File: config.mk
export PLATFORM = sky130hd
export DESIGN_NAME = mcbus_core
export DESIGN_NICKNAME = d
export VERILOG_FILES = /design/src/rtl/mcbus_pkg.sv /design/src/rtl/mcbus_ustore.sv /design/src/rtl/mcbus_alu.sv /design/src/rtl/mcbus_regfile.sv /design/src/rtl/mcbus_core.sv
export SDC_FILE = /design/constraint.sdc
export NUM_CORES = 1
export LEC_CHECK = 0
export BUFFER_PORTS_ARGS = -buffer_cell sky130_fd_sc_hd__buf_2
export CAP_MARGIN = 5
export CORE_MARGIN = 1.5
export CORE_UTILIZATION = 30
export CTS_CLUSTER_DIAMETER = 40
export DETAILED_ROUTE_END_ITERATION = 10
export PLACE_DENSITY = 0.44
export SYNTH_ARGS = -nofsm -noshare
export SYNTH_HDL_FRONTEND = slang
export SYNTH_SLANG_ARGS = --single-unit
File: constraint.sdc
create_clock -name clk -period 5 [get_ports clk]
set_input_delay 1 -clock clk [delete_from_list [all_inputs] [get_ports clk]]
set_output_delay 1 -clock clk [all_outputs]
set_load 0.005 [all_outputs]
File: src/rtl/mcbus_pkg.sv
package mcbus_pkg;

  typedef enum logic [4:0] {
    S_F0, S_F1, S_F2, S_F3,
    S_A0, S_A1, S_A2, S_A3, S_A4, S_A5,
    S_M0, S_M1, S_M2, S_M3, S_M4, S_M5, S_M6
  } ustate_t;

  typedef enum logic [1:0] {ALU_NOP, ALU_ADD, ALU_INC} aluop_t;
  typedef enum logic [1:0] {FS_RS, FS_RT, FS_RD} fsel_t;

  typedef struct packed {
    logic    le_pc;
    logic    en_pc;
    logic    le_ir;
    logic    en_ir;
    logic    le_a;
    logic    le_b;
    aluop_t  alu;
    logic    en_alu;
    fsel_t   fsel;
    logic    le_idx;
    logic    rf_we;
    logic    en_rf;
    logic    le_mar;
    logic    mem_rd;
    logic    mem_wr;
    logic    en_mem;
    logic    dispatch;
    ustate_t nxt;
  } uword_t;

  localparam logic [5:0] OPC_RTYPE = 6'h00;
  localparam logic [5:0] FN_ADD    = 6'h20;
  localparam logic [5:0] FN_ADDM   = 6'h28;
  localparam int RS_LSB = 21;
  localparam int RT_LSB = 16;
  localparam int RD_LSB = 11;
  localparam int FLD_W  = 5;

endpackage

File: src/rtl/mcbus_ustore.sv
module mcbus_ustore
  import mcbus_pkg::*;
(
  input  ustate_t st,
  output uword_t  uw
);
  always_comb begin
    uw     = '0;
    uw.nxt = S_F0;
    case (st)
      S_F0: begin uw.en_pc = 1'b1; uw.le_mar = 1'b1; uw.le_a = 1'b1; uw.nxt = S_F1; end
      S_F1: begin uw.mem_rd = 1'b1; uw.en_mem = 1'b1; uw.le_ir = 1'b1; uw.nxt = S_F2; end
      S_F2: begin uw.alu = ALU_INC; uw.en_alu = 1'b1; uw.le_pc = 1'b1; uw.nxt = S_F3; end
      S_F3: begin uw.dispatch = 1'b1; end
      S_A0: begin uw.en_ir = 1'b1; uw.fsel = FS_RS; uw.le_idx = 1'b1; uw.nxt = S_A1; end
      S_A1: begin uw.en_rf = 1'b1; uw.le_a = 1'b1; uw.nxt = S_A2; end
      S_A2: begin uw.en_ir = 1'b1; uw.fsel = FS_RT; uw.le_idx = 1'b1; uw.nxt = S_A3; end
      S_A3: begin uw.en_rf = 1'b1; uw.le_b = 1'b1; uw.nxt = S_A4; end
      S_A4: begin uw.en_ir = 1'b1; uw.fsel = FS_RD; uw.le_idx = 1'b1; uw.nxt = S_A5; end
      S_A5: begin uw.alu = ALU_ADD; uw.en_alu = 1'b1; uw.rf_we = 1'b1; uw.nxt = S_F0; end
      S_M0: begin uw.en_ir = 1'b1; uw.fsel = FS_RS; uw.le_idx = 1'b1; uw.nxt = S_M1; end
      S_M1: begin uw.en_rf = 1'b1; uw.le_mar = 1'b1; uw.nxt = S_M2; end
      S_M2: begin uw.mem_rd = 1'b1; uw.en_mem = 1'b1; uw.le_a = 1'b1; uw.nxt = S_M3; end
      S_M3: begin uw.en_ir = 1'b1; uw.fsel = FS_RT; uw.le_idx = 1'b1; uw.nxt = S_M4; end
      S_M4: begin uw.en_rf = 1'b1; uw.le_b = 1'b1; uw.nxt = S_M5; end
      S_M5: begin uw.en_ir = 1'b1; uw.fsel = FS_RD; uw.le_idx = 1'b1; uw.nxt = S_M6; end
      S_M6: begin uw.alu = ALU_ADD; uw.en_alu = 1'b1; uw.rf_we = 1'b1; uw.nxt = S_F0; end
      default: uw.nxt = S_F0;
    endcase
  end
endmodule

File: src/rtl/mcbus_alu.sv
module mcbus_alu
  import mcbus_pkg::*;
#(
  parameter int W = 32
) (
  input  aluop_t         op,
  input  logic [W-1:0]   a,
  input  logic [W-1:0]   b,
  output logic [W-1:0]   y
);
  localparam logic [W-1:0] STEP = W'(W / 8);

  always_comb begin
    case (op)
      ALU_ADD: y = a + b;
      ALU_INC: y = a + STEP;
      default: y = '0;
    endcase
  end
endmodule

File: src/rtl/mcbus_regfile.sv
module mcbus_regfile #(
  parameter int W     = 32,
  parameter int DEPTH = 32,
  localparam int IW   = $clog2(DEPTH)
) (
  input  logic          clk,
  input  logic          we,
  input  logic [IW-1:0] idx,
  input  logic [W-1:0]  wdata,
  output logic [W-1:0]  rdata
);
  logic [W-1:0] mem [DEPTH];

  always_ff @(posedge clk) begin
    if (we && idx != '0) mem[idx] <= wdata;
  end

  assign rdata = (idx == '0) ? '0 : mem[idx];
endmodule

File: src/rtl/mcbus_core.sv
module mcbus_core
  import mcbus_pkg::*;
#(
  parameter int DATA_W = 32,
  parameter int NREG   = 32
) (
  input  logic              clk,
  input  logic              rst,
  output logic              mem_req,
  output logic              mem_we,
  output logic [DATA_W-1:0] mem_addr,
  output logic [DATA_W-1:0] mem_wdata,
  input  logic [DATA_W-1:0] mem_rdata,
  input  logic              mem_ready,
  output logic              illegal,
  output logic              bus_err
);
  localparam int IDX_W = $clog2(NREG);
  localparam int NDRV  = 5;

  ustate_t           state, nxt;
  uword_t            uw;
  logic [DATA_W-1:0] pc, ir, a_q, b_q, mar, bus, alu_y, rf_q;
  logic [IDX_W-1:0]  idx;
  logic [FLD_W-1:0]  fld;
  logic [NDRV-1:0]   drv;
  logic              stall, adv, is_add, is_addm, illegal_d;

  mcbus_ustore u_rom (.st(state), .uw(uw));

  mcbus_alu #(.W(DATA_W)) u_alu (.op(uw.alu), .a(a_q), .b(b_q), .y(alu_y));

  mcbus_regfile #(.W(DATA_W), .DEPTH(NREG)) u_rf (
    .clk(clk), .we(adv & uw.rf_we), .idx(idx), .wdata(bus), .rdata(rf_q));

  always_comb begin
    case (uw.fsel)
      FS_RS:   fld = ir[RS_LSB +: FLD_W];
      FS_RT:   fld = ir[RT_LSB +: FLD_W];
      default: fld = ir[RD_LSB +: FLD_W];
    endcase
  end

  // drive vector: one bit per possible bus source
  assign drv = {uw.en_pc, uw.en_ir, uw.en_alu, uw.en_rf, uw.en_mem};

  always_comb begin
    bus = '0;
    if (uw.en_pc)  bus = bus | pc;
    if (uw.en_ir)  bus = bus | {{(DATA_W-FLD_W){1'b0}}, fld};
    if (uw.en_alu) bus = bus | alu_y;
    if (uw.en_rf)  bus = bus | rf_q;
    if (uw.en_mem) bus = bus | mem_rdata;
  end

  assign mem_req   = uw.mem_rd | uw.mem_wr;
  assign mem_we    = uw.mem_wr;
  assign mem_addr  = mar;
  assign mem_wdata = bus;

  assign stall = mem_req & ~mem_ready;
  assign adv   = ~stall;

  assign is_add  = (ir[31:26] == OPC_RTYPE) && (ir[5:0] == FN_ADD)  && (ir[10:6] == '0);
  assign is_addm = (ir[31:26] == OPC_RTYPE) && (ir[5:0] == FN_ADDM) && (ir[10:6] == '0);
  assign illegal_d = uw.dispatch & ~is_add & ~is_addm;

  always_comb begin
    if (stall)            nxt = state;
    else if (uw.dispatch) nxt = is_add ? S_A0 : (is_addm ? S_M0 : S_F0);
    else                  nxt = uw.nxt;
  end

  always_ff @(posedge clk) begin
    if (rst) begin
      state   <= S_F0;
      pc      <= '0;
      ir      <= '0;
      a_q     <= '0;
      b_q     <= '0;
      mar     <= '0;
      idx     <= '0;
      illegal <= 1'b0;
      bus_err <= 1'b0;
    end else begin
      state   <= nxt;
      illegal <= illegal_d;
      bus_err <= ($countones(drv) > 1);
      if (adv) begin
        if (uw.le_pc)  pc  <= bus;
        if (uw.le_ir)  ir  <= bus;
        if (uw.le_a)   a_q <= bus;
        if (uw.le_b)   b_q <= bus;
        if (uw.le_mar) mar <= bus;
        if (uw.le_idx) idx <= bus[IDX_W-1:0];
      end
    end
  end
endmodule

==> impl_metrics.env, run 1 <==
export IMPL_syn_to_final_growth_pct=25.4
export IMPL_clk_pin_slew_ns=0.05
export IMPL_worstPathArrival_ns=3.96
export IMPL_drtIter0Drc=2838
export IMPL_final_nets=3239
export IMPL_relSlewSlack_pct=24.6
export IMPL_min_period_ns=4.96
export IMPL_wire_per_inst_um=29.4
export IMPL_port_buffers=101
export IMPL_synth_seq_cells=1201
export IMPL_htree_levels=4
export IMPL_overflow=0
export IMPL_synth_cells=2759
export IMPL_crit_fanout=7
export IMPL_core_um2=161000
export IMPL_cp_end_kind="output pin"
export IMPL_final_cell_mix="1024 x edfxtp_1, 313 x mux4_2, 260 x nor2_1, 192 x buf_4, 185 x clkbuf_16"
export IMPL_fillerInstances=14800
export IMPL_synth_edf_count=1024
export IMPL_hold_viol=0
export IMPL_rows=147
export IMPL_ios=103
export IMPL_clockBufferDepth=3
export IMPL_layout_commonest_cell="edfxtp_1"
export IMPL_worst_slew_pin_transition_ns=1.13
export IMPL_fin_crit_sh_pct=99.3
export IMPL_drt_wl_total_um=161000
export IMPL_leakage_nw=20.3
export IMPL_grt_pass1_wl_um=224000
export IMPL_grt_pass1_vias=28600
export IMPL_grt_use_total_pct=19.5
export IMPL_post_route_drc_count=0
export IMPL_yosysUniqueCellTypes=81
export IMPL_synthArstFlopShare_pct=0
export IMPL_place_gp_congestion=0.895
export IMPL_die_width_um=406
export IMPL_rsz0062_at_grt="yes"
export IMPL_crit_path_start_kind="flip-flop"
export IMPL_finalPower_mw=31.4
export IMPL_ys_seq_area_share_pct=70.4
export IMPL_crit_type="flip-flop to output pin"
export IMPL_antenna_found_initial=8
export IMPL_dp_cells=5081
export IMPL_root_buffer="clkbuf_16"
export IMPL_place_hpwl_um=98500
export IMPL_vias=28500
export IMPL_utilization_pct=38.0
export IMPL_clk_latency_ns=0.84
export IMPL_dieArea_um2=165000
export IMPL_drt_pass1_iterations=5
export IMPL_fin_cells=5485
export IMPL_cts_buffers=182
export IMPL_holdBufCountCts=0
export IMPL_synth_ff_type="edfxtp_1"
export IMPL_hp_class="flip-flop to flip-flop"
export IMPL_power_density_nw_per_um2=514
export IMPL_grt_max_degree=114
export IMPL_setup_violations=0
export IMPL_numClockSinks=1201
export IMPL_yosys_area_top_type="edfxtp_1"
export IMPL_final_antenna_net_count=0
export IMPL_start_util_pct=30.3
export IMPL_status="completed"
export IMPL_die_y_um=406
export IMPL_max_freq_ghz=0.201
export IMPL_cts_tree="built"
export IMPL_clock_skew_ns=0.0599
export IMPL_yosysWarnings=0
export IMPL_drive_gt1_share_pct=33.7
export IMPL_yosysTopAreaCellShare_pct=63.1
export IMPL_slew_viol_final=0
export IMPL_vdd_drop_max_v=0.000269
export IMPL_netlist_area_um2=48700
export IMPL_n_antenna_cell=0
export IMPL_cp_data_required_time_ns=4.00
export IMPL_routed_via_density=5.20
export IMPL_synthTopCellsByArea="edfxtp_1 63%, mux4_2 14%, dfxtp_1 7.3%, nor2_1 2.3%, a211oi_1 1.7%"
export IMPL_cap_violations=0
export IMPL_setup_tns_final_ns=0
export IMPL_avgSynthCellArea_um2=17.7
## power breakdown
| part | leakage [nW] | internal, mW | switching (mW) | total (mW) |
|---|---|---|---|---|
| clock network | 3.06 | 7.85 | 5.11 | 13.0 |
| registers | 10.9 | 11.8 | 0.315 | 12.1 |
| logic | 6.33 | 2.61 | 3.75 | 6.36 |
| total | 20.3 | 22.2 | 9.18 | 31.4 |
## cell type report
cell class | count | area, um^2 | area share, %
clock buffers | 202 | 4690 | 7.68
multi-input cells | 1384 | 14200 | 23.3
clock inverters | 141 | 1690 | 2.76
repair buffers | 357 | 3300 | 5.41
flip-flops and latches | 1201 | 34300 | 56.2
inverters | 40 | 174 | 0.285
well taps | 2160 | 2700 | 4.42
## cells by family after synthesis
| group | Yosys count | synth area share (%) |
|---|---|---|
| and+or+nand+nor | 562 | 5.26 |
| adders and majority gates | 38 | 1.01 |
| muxes | 355 | 15.3 |
| AOI/OAI and AO/OA | 351 | 5.28 |
| DFF | 1201 | 70.4 |
| buffers and inverters | 206 | 1.94 |
| xor gates and xnor gates | 45 | 0.809 |
| other | 1 | 0.00769 |
## timing repair
| item | CTS | global route |
|---|---|---|
| setup endpoints to repair | 31 | 23 |
| gates resized for setup | 69 | 51 |
| pin swaps | 10 | 17 |
| setup buffers | 34 | 21 |
| gates cloned | 5 | 2 |
## registers in the layout (all words and copies together) (netlist names), named ones only
register  flops
a_q          32
idx           5
state         5
pc           32
illegal       1
u_rf.mem   1024
ir           32
bus_err       1
b_q          32
mem_addr     32
## through the flow
step	hold slack [ns]	setup WS (ns)	area, um^2
floorplan	0.464	0.107	48900
global placement	0.478	-0.262	53500
detailed placement	0.481	-0.210	53500
CTS	0.491	-0.0304	60700
global route	0.509	-0.0333	61100
finish	0.493	0.0359	61100
## path summary, 6_finish.rpt
check | start | endpoint | slack (ns) | depth (start not counted)
hold / removal | ir[0]$_SDFFE_PP0P_ | ir[0]$_SDFFE_PP0P_ | 0.49 | 2
hold reg to reg | ir[0]$_SDFFE_PP0P_ | ir[0]$_SDFFE_PP0P_ | 0.49 | 2
setup / recovery | a_q[5]$_SDFFE_PP0P_ | mem_wdata[17] | 0.04 | 11
setup reg to reg | a_q[5]$_SDFFE_PP0P_ | u_rf.mem[23][19]$_DFFE_PP_ | 1.27 | 12
## worst max-delay path, stage by stage, from the launching register on
cell and delay (ns):
dfxtp_1 0.52, nand4_1 0.19, or4_1 0.65, buf_4 0.21, nor2_1 0.12, xor2_1 0.08, a222oi_1 0.47, o21ai_0 0.19
a21oi_2 0.24, clkinvlp_4 0.15, buf_12 0.16, buf_6 0.13
## routing by layer
layer	vias to the layer above	routed length (um)	share of wire, %	global-route usage, %
li1	12000	-	-	-
met1	15400	72100	45	27.3
met2	923	77200	48	31.5
met3	193	8850	5.5	3.23
met4	0	3150	2.0	4.85
met5	-	0	0	0
## synthesized netlist by cell type, types with 8 or more instances
cell      number
a21o_1        11
ha_1          36
a211oi_1     112
nor2b_1       12
nor2_1       294
buf_6         12
buf_1         10
nand3_1       27
a22oi_1       18
mux2i_1       40
nand4_1       20
xnor2_1       25
nand2b_1      14
edfxtp_1    1024
a21oi_1       50
and3_1        10
inv_1         38
nand2_1       68
nor4_1        10
dfxtp_1      177
a222oi_1      18
and4_1         9
a21oi_2        8
o221ai_1       8
nor3_1        64
xor2_1        20
mux4_2       313
o211ai_1       8
o21ai_0       35
clkbuf_1     106
o21a_1        15
buf_2         24
buf_4         14
No activity file was read; power rests on OpenSTA's default activity.
==> run 2: changes to the inputs <==
--- a/config.mk
+++ b/config.mk
@@ -7,10 +7,10 @@
 export LEC_CHECK = 0
 export BUFFER_PORTS_ARGS = -buffer_cell sky130_fd_sc_hd__buf_2
 export CAP_MARGIN = 5
-export CORE_MARGIN = 1.5
 export CORE_UTILIZATION = 30
 export CTS_CLUSTER_DIAMETER = 40
 export DETAILED_ROUTE_END_ITERATION = 10
+export MAX_ROUTING_LAYER = met4
 export PLACE_DENSITY = 0.44
 export SYNTH_ARGS = -nofsm -noshare
 export SYNTH_HDL_FRONTEND = slang
==> run 2 against run 1 <==
Cell count increased by 0.46%. Register-to-register slack improved by 0.11 ns. Total power decreased by 0.28%. Global-route usage is 1.1 points higher. Maximum frequency is 0.29% higher. Utilization is 0.067 points lower. Non-clock buffer count grew 23. Critical path depth up 3. Highest routed layer unchanged. Worst setup slack improved by 0.015 ns. Clock skew is 0.017 ns lower.
==> impl_metrics.env, run 2 (synthesized netlist as in run 1, its figures left out) <==
export IMPL_status="completed"
export IMPL_use_met2_pct=31.4
export IMPL_clock_skew_ns=0.0425
export IMPL_drt_pass1_iterations=6
export IMPL_dp_cells=5082
export IMPL_worst_slew_pin_transition_ns=1.02
export IMPL_max_freq_ghz=0.202
export IMPL_busiest_layer="met2"
export IMPL_die_width_um=405
export IMPL_critical_path_top_delay_family="compound AO/OA/AOI/OAI gates"
export IMPL_cts_tree="built"
export IMPL_hp_class="flip-flop to flip-flop"
export IMPL_slew_viol_final=0
export IMPL_crit_type="flip-flop to output pin"
export IMPL_power_density_nw_per_um2=513
export IMPL_final_cell_mix="1024 x edfxtp_1, 313 x mux4_2, 261 x nor2_1, 223 x buf_4, 189 x clkbuf_16"
export IMPL_drt_wl_total_um=164000
export IMPL_cts_buffers=183
export IMPL_finalPower_mw=31.3
export IMPL_cp_cell_sequence="nand2b_4 -> mux2_4 -> nor3_4 -> buf_6 -> inv_6 -> ha_4 -> and2_4 -> buf_6 -> a222oi_1 -> o21ai_1 -> a21oi_2 -> buf_6 -> clkinvlp_4 -> buf_6"
export IMPL_rsz0062_at_grt="yes"
export IMPL_fin_cells=5510
export IMPL_rows=147
export IMPL_final_nets=3264
export IMPL_min_period_ns=4.95
export IMPL_post_dp_cell_area_um2=53500
export IMPL_largest_reg_flops=1024
export IMPL_numClockSinks=1201
export IMPL_hold_viol=0
export IMPL_post_route_drc_count=0
export IMPL_grt_use_met3_pct=4.57
export IMPL_fin_crit_sh_pct=99.0
export IMPL_gr_usage_met1_pct=27.7
export IMPL_final_antenna_net_count=0
export IMPL_wire_per_inst_um=29.7
export IMPL_htree_levels=4
export IMPL_grt_use_total_pct=20.6
export IMPL_largest_register="u_rf.mem"
export IMPL_syn_to_final_growth_pct=25.2
export IMPL_drtIter0Drc=3210
export IMPL_port_buffers=101
export IMPL_ios=103
export IMPL_start_util_pct=30.3
export IMPL_vias=28600
export IMPL_core_um2=161000
export IMPL_layout_commonest_cell="edfxtp_1"
export IMPL_clk_latency_ns=0.82
export IMPL_leakage_nw=20.3
export IMPL_routed_via_density=5.19
export IMPL_drive_gt1_share_pct=34.1
export IMPL_clk_pin_slew_ns=0.05
export IMPL_setup_violations=0
export IMPL_critPathSlowestCell="a222oi_1"
export IMPL_cp_data_required_time_ns=4.00
export IMPL_place_gp_congestion=0.914
export IMPL_place_hpwl_um=99700
export IMPL_grt_pass1_vias=28600
export IMPL_grt_max_degree=118
export IMPL_crit_fanout=5
export IMPL_cap_violations=0
export IMPL_relSlewSlack_pct=31.9
export IMPL_clockBufferDepth=3
export IMPL_cp_end_kind="output pin"
export IMPL_dieArea_um2=164000
export IMPL_vdd_drop_max_v=0.000263
export IMPL_cpMostUsedCell="buf_6"
export IMPL_worstPathArrival_ns=3.95
export IMPL_overflow=0
export IMPL_slowest_delay_ns=0.67
export IMPL_die_y_um=405
export IMPL_antenna_found_initial=5
export IMPL_root_buffer="clkbuf_16"
export IMPL_crit_path_start_kind="flip-flop"
export IMPL_crit_buf_inv=6
export IMPL_finalInstanceArea_um2=61000
export IMPL_grt_pass1_wl_um=227000
[run 2: final timing paths]
check,from,endpoint,slack (ns),depth (start not counted)
hold reg to reg,mem_addr[15]$_SDFFE_PP0P_,mem_addr[15]$_SDFFE_PP0P_,0.49,2
hold / removal,mem_addr[15]$_SDFFE_PP0P_,mem_addr[15]$_SDFFE_PP0P_,0.49,2
setup reg to reg,flip-flop,b_q[16]$_SDFFE_PP0P_,1.38,11
setup / recovery,state[3]$_SDFFE_PP0N_,mem_wdata[17],0.05,14
[run 2: routing by layer]
metal | part of all wire [%] | wire length (um)
met3 | 6.7 | 10900
met1 | 44 | 72700
met5 | 0 | 0
met4 | 2.3 | 3700
met2 | 47 | 76400
[run 2: timing repair]
item                                    in CTS  in global routing
gates cloned                                 7                  0
pin swaps                                   13                 17
endpoints found under the hold margin        0                  0
hold buffers                                 0                  0
resized for setup                           73                 41
buffers inserted                            39                 38
endpoints found under the setup margin      30                 24
[run 2: worst register-to-register path: cells and delay by family (launching register included)]
kind,cells,cell delay (ns)
and+or+nand+nor,3,0.72
AOI/OAI and AO/OA,1,0.13
buffers and inverters,4,0.87
DFF,1,0.44
muxes,3,1.31
[run 2: power breakdown]
part | switching [mW] | internal, mW
clock network | 4.96 | 7.89
logic | 3.73 | 2.63
registers | 0.346 | 11.8
total | 9.03 | 22.3
[run 2: final cells by class]
type / count / area (um^2)
Multi-Input combinational cell: 1385 / 14200
Tap cell: 2160 / 2700
Fill cell: 14800 / 99900
Clock inverter: 137 / 1420
Timing Repair Buffer: 380 / 3320
Inverter: 40 / 179
Antenna cell: 3 / 7.51
Clock buffer: 204 / 4800
Sequential cell: 1201 / 34300
[run 2: stage by stage]
stage          worst slack, ns  hold WS (ns)  utilization [%]  setup TNS (ns)
2_1_floorplan            0.107         0.464                -               0
3_3_place_gp             0.251         0.475             33.2               0
3_5_place_dp             0.212         0.476             33.2               0
4_1_cts                -0.0576         0.488             37.6         -0.0821
5_1_grt                -0.0716         0.504             37.9          -0.267
6_report                0.0504         0.487             37.9               0
==> run 3: changes to the inputs <==
--- a/config.mk
+++ b/config.mk
@@ -5,6 +5,7 @@
 export SDC_FILE = /design/constraint.sdc
 export NUM_CORES = 1
 export LEC_CHECK = 0
+export ABC_AREA = 1
 export BUFFER_PORTS_ARGS = -buffer_cell sky130_fd_sc_hd__buf_2
 export CAP_MARGIN = 5
 export CORE_UTILIZATION = 30
==> run 3 against run 2 <==
Final area up 4.1%. Register-to-register slack worse by 0.29 ns. Critical path depth down 1. Synthesized cell count up 91%. Cell count up 44%. Global-route usage up 1.3 points. Via count up 37%. Non-clock buffer count down 130. Sequential share of layout area down 2.2 points. Clock skew up 0.025 ns. Total power down 5.9%. Critical path type unchanged.
==> impl_metrics.env, run 3 <==
export IMPL_status="completed"
export IMPL_rows=153
export IMPL_cts_buffers=190
export IMPL_crit_fanout=22
export IMPL_multiInputGateArea_um2=15700
export IMPL_synthArstFlopShare_pct=0
export IMPL_place_gp_congestion=0.936
export IMPL_die_y_um=421
export IMPL_yosysTopAreaCellShare_pct=58.5
export IMPL_yosys_area_top_type="edfxtp_1"
export IMPL_antenna_found_initial=3
export IMPL_synth_edf_count=1024
export IMPL_synth_seq_cells=1201
export IMPL_start_util_pct=30.2
export IMPL_grt_pass1_vias=37400
export IMPL_cap_violations=0
export IMPL_min_period_ns=4.80
export IMPL_yosysWarnings=0
export IMPL_final_cell_mix="1316 x nand2_1, 1024 x edfxtp_1, 856 x nand3_1, 430 x inv_1, 364 x nor2_1"
export IMPL_vias=39300
export IMPL_die_width_um=421
export IMPL_cts_tree="built"
export IMPL_leakage_nw=24.9
export IMPL_final_nets=5528
export IMPL_dieArea_um2=177000
export IMPL_setup_tns_final_ns=0
export IMPL_crit_type="flip-flop to output pin"
export IMPL_cp_end_kind="output pin"
export IMPL_clock_skew_ns=0.0672
export IMPL_worstPathArrival_ns=3.80
export IMPL_power_density_nw_per_um2=464
export IMPL_cp_data_required_time_ns=4.00
export IMPL_clk_pin_slew_ns=0.05
export IMPL_grt_use_total_pct=21.9
export IMPL_largest_register="u_rf.mem"
export IMPL_drtIter0Drc=3146
export IMPL_ys_seq_area_share_pct=65.2
export IMPL_rsz0062_at_grt="no"
export IMPL_layout_commonest_cell="nand2_1"
export IMPL_hold_viol=0
export IMPL_avgSynthCellArea_um2=9.99
export IMPL_relSlewSlack_pct=23.5
export IMPL_slew_viol_final=0
export IMPL_wire_per_inst_um=24.0
export IMPL_htree_levels=4
export IMPL_crit_buf_inv=6
export IMPL_overflow=0
export IMPL_holdBufCountCts=0
export IMPL_hp_class="input port to flip-flop"
export IMPL_drive_gt1_share_pct=12.1
export IMPL_clockBufferDepth=3
export IMPL_core_um2=174000
export IMPL_cpMostUsedCell="nand2_1"
export IMPL_worst_slew_pin_transition_ns=1.15
export IMPL_synth_most_common_cell="nand2_1"
export IMPL_synthTopCellsByCount="1324 x nand2_1, 1024 x edfxtp_1, 857 x nand3_1"
export IMPL_drt_pass1_iterations=6
export IMPL_syn_to_final_growth_pct=20.7
export IMPL_largest_reg_flops=1024
export IMPL_grt_pass1_wl_um=272000
export IMPL_place_hpwl_um=114000
export IMPL_cp_cell_sequence="inv_1 -> nand2_1 -> nor2_1 -> inv_1 -> nor2_4 -> clkinv_1 -> buf_4 -> ha_1 -> nor2_2 -> buf_4 -> nand2_1 -> nand2_1 -> buf_2"
export IMPL_clk_latency_ns=0.84
export IMPL_numClockSinks=1201
export IMPL_grt_max_degree=120
export IMPL_synth_ff_type="edfxtp_1"
export IMPL_critical_path_top_delay_family="buffers and inverters"
export IMPL_finalPower_mw=29.5
export IMPL_drt_wl_total_um=191000
export IMPL_root_buffer="clkbuf_16"
export IMPL_setup_violations=0
export IMPL_post_route_drc_count=0
export IMPL_ios=103
export IMPL_fin_crit_sh_pct=96.1
export IMPL_reg2reg_slack_ns=1.09
export IMPL_port_buffers=101
export IMPL_max_freq_ghz=0.208
export IMPL_vdd_drop_max_v=0.000379
export IMPL_synthTopCellsByArea="edfxtp_1 58%, nand2_1 9.4%, nand3_1 8.2%, dfxtp_1 6.7%, inv_1 3.1%"
export IMPL_regArea_um2=34300
export IMPL_fillerInstances=17300
export IMPL_final_antenna_net_count=0
export IMPL_routed_via_density=4.95
export IMPL_netlist_area_um2=52600
export IMPL_synth_cells=5264
export IMPL_crit_path_start_kind="flip-flop"
export IMPL_slowest_delay_ns=0.43
export IMPL_critPathSlowestCell="nand2_1"
export IMPL_yosysUniqueCellTypes=46
[run 3: stage by stage]
stage	instance area [um^2]	utilization (%)	setup WS, ns	instances	hold WS (ns)
after floorplan	52700	-	0.973	5296	0.509
after global placement	56700	32.6	0.650	7584	0.524
after detailed placement	56700	32.6	0.643	7584	0.522
after CTS	63400	36.4	0.00100	7945	0.460
after global routing	63500	36.5	0.0102	7947	0.521
final	63500	36.5	0.195	7949	0.516
[run 3: cell type report]
type | count | share of cell area (%)
Multi-Input combinational cell | 3354 | 24.8
Clock buffer | 214 | 7.71
Timing Repair Buffer | 250 | 3.29
Clock inverter | 144 | 2.85
Antenna cell | 3 | 0.0118
Inverter | 458 | 2.76
Tap cell | 2325 | 4.58
Sequential cell | 1201 | 54.0
[run 3: kinds of logic (layout without fill, tap and decap cells)]
logic type                 after synthesis  in the layout  share of synthesized area, %
adders and majority gates               38             38                         0.932
xor gates and xnor gates                10             10                         0.166
DFF                                   1201           1201                          65.2
other                                    1             36                       0.00713
and+or+nand+nor                       2677           2678                          21.6
AOI/OAI and AO/OA                      595            595                          6.35
buffers and inverters                  742           1066                          5.72
[run 3: what timing repair did]
action,CTS,global route
gates cloned,0,1
setup endpoints to repair,8,12
pin swaps,1,1
resized for setup,3,15
setup buffers,3,0
[run 3: power by group]
group	switching [mW]	internal, mW
Combinational	2.66	0.881
Clock	5.07	8.77
Sequential	0.250	11.8
Total	7.98	21.5
[run 3: tightest hold or removal path, stage by stage]
cell and delay (ns):
buf_2 0.10, nor2_1 0.07, nand2_1 0.06, a21oi_1 0.05
[run 3: per-layer routing]
layer  up-vias  routed length, um  track usage (%)
met5         -                  0                -
met4         0               5890             7.15
met3       270               8610             2.75
met2      1062              91500             35.1
met1     19600              84500             28.8
li1      18500                  -                -
[run 3: path summary, 6_finish.rpt]
kind                         startpoint                        end  cells past startpoint
setup / recovery  state[0]$_SDFFE_PP0N_              mem_wdata[14]                     13
hold / removal                mem_ready      state[0]$_SDFFE_PP0N_                      4
setup reg to reg  state[2]$_SDFFE_PP0N_  mem_addr[15]$_SDFFE_PP0P_                      9
hold reg to reg     pc[14]$_SDFFE_PP0P_        pc[14]$_SDFFE_PP0P_                      4
